--- config.mk ---
export PLATFORM = sky130hd
export DESIGN_NAME = nor_id_reader
export DESIGN_NICKNAME = d
export VERILOG_FILES = /design/src/rtl/nor_id_pkg.sv /design/src/rtl/nor_id_step_decode.sv /design/src/rtl/nor_id_lanes.sv /design/src/rtl/nor_id_ctrl.sv /design/src/rtl/nor_id_reader.sv
export SDC_FILE = /design/constraint.sdc
export NUM_CORES = 1
export LEC_CHECK = 0
export CORE_ASPECT_RATIO = 1.4
export CORE_UTILIZATION = 33
export DETAILED_ROUTE_END_ITERATION = 7
export GPL_TIMING_DRIVEN = 0
export MAX_ROUTING_LAYER = met4
export PLACE_DENSITY = 0.78
export SETUP_SLACK_MARGIN = 0.15
export SYNTH_ARGS = -nofsm -noshare
export SYNTH_HDL_FRONTEND = slang
export SYNTH_SLANG_ARGS = --single-unit
--- constraint.sdc ---
create_clock -name clk -period 1.6 [get_ports clk]
set_input_delay 0.24 -clock clk [delete_from_list [all_inputs] [get_ports clk]]
set_output_delay 0.24 -clock clk [all_outputs]
set_load 0.005 [all_outputs]
--- src/rtl/nor_id_pkg.sv ---
package nor_id_pkg;

    typedef enum logic [3:0] {
        ST_IDLE,
        ST_UNLOCK_A,
        ST_UNLOCK_B,
        ST_ENTER_ID,
        ST_RD_MFR,
        ST_RD_DEV,
        ST_RD_EXT_HI,
        ST_RD_EXT_LO,
        ST_EXIT,
        ST_FINISH
    } step_e;

    typedef struct packed {
        logic        wr;
        logic        rd;
        logic [11:0] off;
        logic [7:0]  code;
    } bus_op_t;

    localparam logic [7:0]  CMD_UNLOCK_A = 8'hAA;
    localparam logic [7:0]  CMD_UNLOCK_B = 8'h55;
    localparam logic [7:0]  CMD_ENTER_ID = 8'h90;
    localparam logic [7:0]  CMD_EXIT     = 8'hF0;

    localparam logic [11:0] OFF_CMD_A    = 12'h555;
    localparam logic [11:0] OFF_CMD_B    = 12'h2AA;
    localparam logic [11:0] OFF_MFR      = 12'h000;
    localparam logic [11:0] OFF_DEV      = 12'h001;
    localparam logic [11:0] OFF_EXT_HI   = 12'h00E;
    localparam logic [11:0] OFF_EXT_LO   = 12'h00F;

    localparam logic [31:0] DEV_ESCAPE   = 32'h0000_007E;

endpackage

--- src/rtl/nor_id_step_decode.sv ---
module nor_id_step_decode
    import nor_id_pkg::*;
(
    input  step_e   step_i,
    output bus_op_t op_o
);

    always_comb begin
        op_o = '{wr: 1'b0, rd: 1'b0, off: 12'h000, code: 8'h00};
        case (step_i)
            ST_UNLOCK_A:  op_o = '{wr: 1'b1, rd: 1'b0, off: OFF_CMD_A,  code: CMD_UNLOCK_A};
            ST_UNLOCK_B:  op_o = '{wr: 1'b1, rd: 1'b0, off: OFF_CMD_B,  code: CMD_UNLOCK_B};
            ST_ENTER_ID:  op_o = '{wr: 1'b1, rd: 1'b0, off: OFF_CMD_A,  code: CMD_ENTER_ID};
            ST_RD_MFR:    op_o = '{wr: 1'b0, rd: 1'b1, off: OFF_MFR,    code: 8'h00};
            ST_RD_DEV:    op_o = '{wr: 1'b0, rd: 1'b1, off: OFF_DEV,    code: 8'h00};
            ST_RD_EXT_HI: op_o = '{wr: 1'b0, rd: 1'b1, off: OFF_EXT_HI, code: 8'h00};
            ST_RD_EXT_LO: op_o = '{wr: 1'b0, rd: 1'b1, off: OFF_EXT_LO, code: 8'h00};
            ST_EXIT:      op_o = '{wr: 1'b1, rd: 1'b0, off: OFF_CMD_A,  code: CMD_EXIT};
            default:      op_o = '{wr: 1'b0, rd: 1'b0, off: 12'h000, code: 8'h00};
        endcase
    end

endmodule

--- src/rtl/nor_id_lanes.sv ---
module nor_id_lanes #(
    parameter int BUS_W   = 32,
    parameter int DEV_CNT = 2
) (
    input  logic [7:0]       code_i,
    output logic [BUS_W-1:0] wdata_o,
    input  logic [BUS_W-1:0] rdata_i,
    output logic [31:0]      lane0_o
);

    localparam int LANE_W = BUS_W / DEV_CNT;

    for (genvar g = 0; g < DEV_CNT; g++) begin : g_rep
        assign wdata_o[g*LANE_W +: LANE_W] = LANE_W'(code_i);
    end

    if (LANE_W >= 32) begin : g_full
        assign lane0_o = rdata_i[31:0];
    end else begin : g_part
        assign lane0_o = {{(32-LANE_W){1'b0}}, rdata_i[LANE_W-1:0]};
    end

    if (BUS_W > 32 || LANE_W < BUS_W) begin : g_spare
        localparam int USED = (LANE_W >= 32) ? 32 : LANE_W;
        logic unused_upper;
        assign unused_upper = ^rdata_i[BUS_W-1:USED];
    end

endmodule

--- src/rtl/nor_id_ctrl.sv ---
module nor_id_ctrl
    import nor_id_pkg::*;
(
    input  logic        clk,
    input  logic        rst_n,
    input  logic        start_i,
    input  logic        ack_i,
    input  logic [31:0] lane0_i,
    output step_e       step_o,
    output logic        busy_o,
    output logic        done_o,
    output logic [31:0] id_o,
    output logic [7:0]  mfr_o
);

    typedef struct packed {
        step_e       step;
        logic [7:0]  mfr;
        logic [31:0] id;
    } ctrl_t;

    ctrl_t st_d, st_q;

    always_comb begin
        st_d = st_q;
        case (st_q.step)
            ST_IDLE: begin
                if (start_i) st_d.step = ST_UNLOCK_A;
            end
            ST_FINISH: begin
                st_d.step = ST_IDLE;
            end
            default: begin
                if (ack_i) begin
                    case (st_q.step)
                        ST_UNLOCK_A: st_d.step = ST_UNLOCK_B;
                        ST_UNLOCK_B: st_d.step = ST_ENTER_ID;
                        ST_ENTER_ID: st_d.step = ST_RD_MFR;
                        ST_RD_MFR: begin
                            st_d.mfr  = lane0_i[7:0];
                            st_d.step = ST_RD_DEV;
                        end
                        ST_RD_DEV: begin
                            if (lane0_i == DEV_ESCAPE) begin
                                st_d.id   = DEV_ESCAPE << 16;
                                st_d.step = ST_RD_EXT_HI;
                            end else begin
                                st_d.id   = lane0_i;
                                st_d.step = ST_EXIT;
                            end
                        end
                        ST_RD_EXT_HI: begin
                            st_d.id[15:8] = lane0_i[7:0];
                            st_d.step     = ST_RD_EXT_LO;
                        end
                        ST_RD_EXT_LO: begin
                            st_d.id[7:0] = lane0_i[7:0];
                            st_d.step    = ST_EXIT;
                        end
                        ST_EXIT:  st_d.step = ST_FINISH;
                        default:  st_d.step = ST_IDLE;
                    endcase
                end
            end
        endcase
    end

    always_ff @(posedge clk or negedge rst_n) begin
        if (!rst_n) begin
            st_q <= '{step: ST_IDLE, mfr: 8'h00, id: 32'h0};
        end else begin
            st_q <= st_d;
        end
    end

    assign step_o = st_q.step;
    assign busy_o = (st_q.step != ST_IDLE);
    assign done_o = (st_q.step == ST_FINISH);
    assign id_o   = st_q.id;
    assign mfr_o  = st_q.mfr;

endmodule

--- src/rtl/nor_id_reader.sv ---
module nor_id_reader
    import nor_id_pkg::*;
#(
    parameter int ADDR_W  = 20,
    parameter int BUS_W   = 32,
    parameter int DEV_CNT = 2
) (
    input  logic              clk,
    input  logic              rst_n,
    input  logic              start_i,
    output logic              busy_o,
    output logic              done_o,
    output logic [31:0]       id_o,
    output logic [7:0]        mfr_o,
    output logic [ADDR_W-1:0] bus_addr_o,
    output logic [BUS_W-1:0]  bus_wdata_o,
    output logic              bus_we_o,
    output logic              bus_re_o,
    input  logic [BUS_W-1:0]  bus_rdata_i,
    input  logic              bus_ack_i
);

    step_e       step;
    bus_op_t     op;
    logic [31:0] lane0;

    nor_id_ctrl u_ctrl (
        .clk     (clk),
        .rst_n   (rst_n),
        .start_i (start_i),
        .ack_i   (bus_ack_i),
        .lane0_i (lane0),
        .step_o  (step),
        .busy_o  (busy_o),
        .done_o  (done_o),
        .id_o    (id_o),
        .mfr_o   (mfr_o)
    );

    nor_id_step_decode u_dec (
        .step_i (step),
        .op_o   (op)
    );

    nor_id_lanes #(
        .BUS_W   (BUS_W),
        .DEV_CNT (DEV_CNT)
    ) u_lanes (
        .code_i  (op.code),
        .wdata_o (bus_wdata_o),
        .rdata_i (bus_rdata_i),
        .lane0_o (lane0)
    );

    assign bus_addr_o = ADDR_W'(op.off);
    assign bus_we_o   = op.wr;
    assign bus_re_o   = op.rd;

endmodule

; ---- Word-level counts from Yosys, hierarchy flattened
; Memory sizes are Yosys's and may differ from the RTL's.
; Cells that the tools add are included.
[word_totals]
register_bits = 44
romBits = 336
inputBits = 36
wordCells = 39
memories = 1
[mem_list]
columns = name, words, width, read_ports, rd_ports_with_merged_regs, write_ports, line_no
row1 = (no name shown), 16, 21, 1, 0, 0, nor_id_step_decode.sv:10  ; case (step_i)
[classes]
eq_ne = 11
muxes = 10
bitwise_logic = 1
n_reduce_logical = 11
[ops]
columns = operator, n
row1 = 2-to-1 mux 44 bit, 1
row2 = one-hot mux 4 bit (8 select lines), 1
row3 = one-hot mux 8 bit (2 select lines), 2
row4 = 2-to-1 mux 23 bit, 1
row5 = "== test 16 x 7 -> 1 bit, second input constant", 1
row6 = "== test 4 x 3 -> 1 bit, second input constant", 4
row7 = 2-to-1 mux 16 bit, 1
row8 = AND reduction 3 bit, 4
row9 = "== test 4 x 2 -> 1 bit, second input constant", 2
row10 = "== test 4 bit, second input constant", 2
row11 = 2-to-1 mux 4 bit, 2
row12 = 2-to-1 mux 8 bit, 1
row13 = one-hot mux 4 bit (2 select lines), 1
row14 = "== test 4 x 1 -> 1 bit, second input constant", 1
row15 = zero test 4 bit, 1
row16 = nonzero test 2 bit, 2
row17 = nonzero test 4 bit, 1
row18 = nonzero test 3 bit, 1
row19 = "!= test 2 bit, second input constant", 1
row20 = AND reduction 2 bit, 1
row21 = OR reduction 2 bit, 1
row22 = inverter 1 bit, 1

; ---- Logic depth before layout (Yosys ltp)
[depth]
ltp_word = 5
mapped_depth = 5
ltp_nobuf = 3

; ---- Cells and area by module
; Synthesis repeated with hierarchy kept, for this count alone.
[unflattened]
hier_cells = 306
area_unflattened_um2 = 2819.0
[modules_own_cells]
columns = mod, n_inst, cells_each, area_each_um2, seq_area_each_um2
row1 = nor_id_ctrl, 1, 196, 2004.4, 1101.1
row2 = nor_id_lanes, 1, 65, 484.2, 0.0
row3 = nor_id_step_decode, 1, 36, 266.5, 0.0
row4 = nor_id_reader, 1, 9, 63.8, 0.0

; ---- Worst setup path after synthesis
; No wires, ideal clock.
[synth_timing]
path_type = register -> output
start = reg u_ctrl.st_q, in the netlist u_ctrl.step_o[3]
end = out bus_addr_o[10]
arrival_ns = 1.599
setup_slack_ns = -0.239
path_stages_with_launch = 5
path_buffers = 2
path_cell_list = dfrtp_1 -> clkbuf_1 -> or3b_2 -> a21oi_1 -> buf_4
[synth_between]
elab_chain_len = 1
[synth_lines]
columns = element, line_no
row1 = from (decl), nor_id_ctrl.sv:22  ; ctrl_t st_d, st_q;
row2 = from (signal assigned), nor_id_ctrl.sv:70  ; st_q <= '{step: ST_IDLE, mfr: 8'h00, id: 32'h0};
row3 = from (signal assigned), nor_id_ctrl.sv:72  ; st_q <= st_d;
row4 = memory (16 x 21 bit), --
row5 = to (decl), nor_id_reader.sv:15  ; output logic [ADDR_W-1:0] bus_addr_o,
; Every way passes these cells.

; ---- Worst setup path after layout
; Ends and elaborated chain as after synthesis.

==> impl_metrics.ini <==
[cts]
cts_max_level = 2
cts_tree = yes
clkLatencyLatePin_ps = 280
clockBufferDepth = 2
clk_pin_slew_ps = 60
numCtsBuffers = 5
root_buffer = clkbuf_8
cts_sinks = 29
cts-hold-fix-buffers = 0

[floorplanning]
core_um2 = 5820
die_w_um = 67.4
start_util = 0.340
die_area_um2 = 6310
rows = 33
die_y_um = 93.6
pin_count = 132

[logic_synthesis]
synth_top_flop_cell = dfrtp_1
synthDistinctLibCells = 39
ys_ff_latch = 29
yosysSeqAreaShare = 0.367
synthArstFlopShare = 1.00
syn_avg_cell_area_um2 = 10.3
synthesis.area_um2 = 1980
yosysWarnings = 0
synth_edf_count = 0
netlist_instances = 192

[hold_path]
hp-class = in -> async

[sta]
finalSetupViolCount = 51
clock_skew_ps = 7.74
period_share = 1.26
max_freq_mhz = 494
slew_violations = 0
worst_slack_ps = -424
tightest_slew_ps = 657
hold_viol = 25
hold_ws_ps = -12.1
max-slew-margin-rel = 0.562
period_needed_ps = 2020
rsz0062_at_grt = yes

[detailed_routing]
dr.pass1.iters = 4
routed_via_density = 4.46
highest_layer = met4
routed_wl_um = 5880
drtIter0Drc = 61
route.met3.wl_um = 350
wl_met1_um = 2170
route.detailed.drc = 0
drtAntennaViolNets = 0
num_vias = 1883
wl_met2_um = 3300
routedWlPerCell_um = 13.9

[setup_path]
worstSetupPathType = reg -> out
critPathCapture = bus_addr_o[10]
rr_endpoint = u_ctrl.id_o[12]
reg2reg_depth = 8
critPathMaxFanout = 5
start_kind = register
regToRegSetupSlack_ps = -230
r2r_start = u_ctrl.step_o[3]
crit_start = u_ctrl.step_o[3]
required_ps = 1360
cp-end-kind = output pin
critPathArrivalTime_ps = 1780

[grt]
antenna_found_initial = 0
grt_start_max_net_pins = 30
grt_pass1_vias = 1723
grt_pass1_wl_um = 8260
grt_use_total = 0.177
grt_overflow = 0

[power]
p_leak_nw = 1.98
p_total_w = 0.00686
ir_worst_vdd_uv = 921
power_per_cell_area_nw_per_um2 = 1760

[placed_design]
gp_congestion = 0.769
hpwlAfterDp_um = 3590
io_buffers = 79

[finish]
final_cell_mix = buf_4 (62), buf_6 (55), conb_1 (35)
syn2layout_area_growth_pct = 96.6
n_antenna_cell = 0
fill_cells = 440
num-nets-final = 388
final_common_cell = buf_4
final_util = 0.668
layout-drive-gt1-share = 0.608

[run]
drv_cap = 0

[status]
outcome = finished with violations
violations = negative hold slack, negative setup slack
[registers in the layout, indices dropped and copies added (netlist names)]
signal	cells
u_ctrl.step_o	4
u_ctrl.mfr_o	8
u_ctrl.id_o	17
[worst min path at each step]
stage	slack (ps)	endpoint	cells after the start	start
6_report	-10	u_ctrl.mfr_o[4]	1	rst_n
5_1_grt	40	u_ctrl.id_o[13]	1	rst_n
4_1_cts	350	u_ctrl.mfr_o[1]	2	bus_rdata_i[1]
3_5_place_dp	490	u_ctrl.mfr_o[5]	1	u_ctrl.mfr_o[5]
3_3_place_gp	490	u_ctrl.mfr_o[6]	1	u_ctrl.mfr_o[6]
2_1_floorplan	-60	u_ctrl.id_o[0]	0	rst_n
[metrics by stage]
step                      worst slack (ps)  cells  area, um^2  TNS [ps]
final                                 -424    422        3890    -10330
after global routing                  -489    422        3890    -13650
after CTS                             -435    413        3600     -7800
after detailed placement              -615    375        3060    -25260
after global placement                -606    375        3060    -23600
after floorplan                       38.4    226        2180         0
[synth_stat cells (2+ instances only)]
library cell,instances,area share
nor2b_1,2,0.0063
nand2_1,2,0.0038
a21o_1,2,0.0076
inv_1,3,0.0057
and2_1,2,0.0063
buf_4,58,0.22
nor2_1,4,0.0076
mux2_2,26,0.15
clkbuf_1,6,0.011
nand2b_1,7,0.022
nand4b_1,2,0.0089
o21ai_0,2,0.0051
or4_4,2,0.011
nor3_1,4,0.010
mux2i_1,6,0.030
buf_2,3,0.0076
a21oi_1,11,0.028
dfrtp_1,29,0.37
[worst max-delay path, stage by stage, from the launching register on]
cell	delay, ps
dfrtp_1	350
clkbuf_8	140
or3b_4	400
a21oi_4	230
buf_6	140
buf_6	80
buf_6	80
buf_6	80
[timing repair]
action	in CTS	in global routing
pin swaps	14	18
gates cloned	0	1
setup buffers	31	8
resized for setup	219	61
setup endpoints to repair	92	61
[metal layers]
layer	GRT usage	up-vias
met5	-	-
met1	0.198	895
met4	0.0372	0
met3	0.0305	9
met2	0.320	92
li1	-	887
[power breakdown]
part | switching, W | total (W) | leakage [nW] | internal (W)
logic | 0.00174 | 0.00495 | 1.58 | 0.00322
registers | 0.000215 | 0.00130 | 0.351 | 0.00109
clock network | 0.000258 | 0.000599 | 0.0443 | 0.000340
total | 0.00221 | 0.00686 | 1.98 | 0.00465
[layout make-up]
type                       count  area (um^2)  area share
buffer                        67          617       0.159
inverter                       3         11.3     0.00289
multi-input combinational    127         1210       0.311
sequential                    29          728       0.187
tap                           70         87.6      0.0225
clock buffer                   7         86.3      0.0222
timing repair buffer         119         1150       0.296
[cells by family after synthesis]
group                     share of synthesized area
AOI/OAI and AO/OA                            0.0791
and+or+nand+nor                               0.119
buffers and inverters                         0.245
xor gates and xnor gates                    0.00443
other                                       0.00190
DFF                                           0.367
muxes                                         0.184
(Power assumes the default switching activity.)
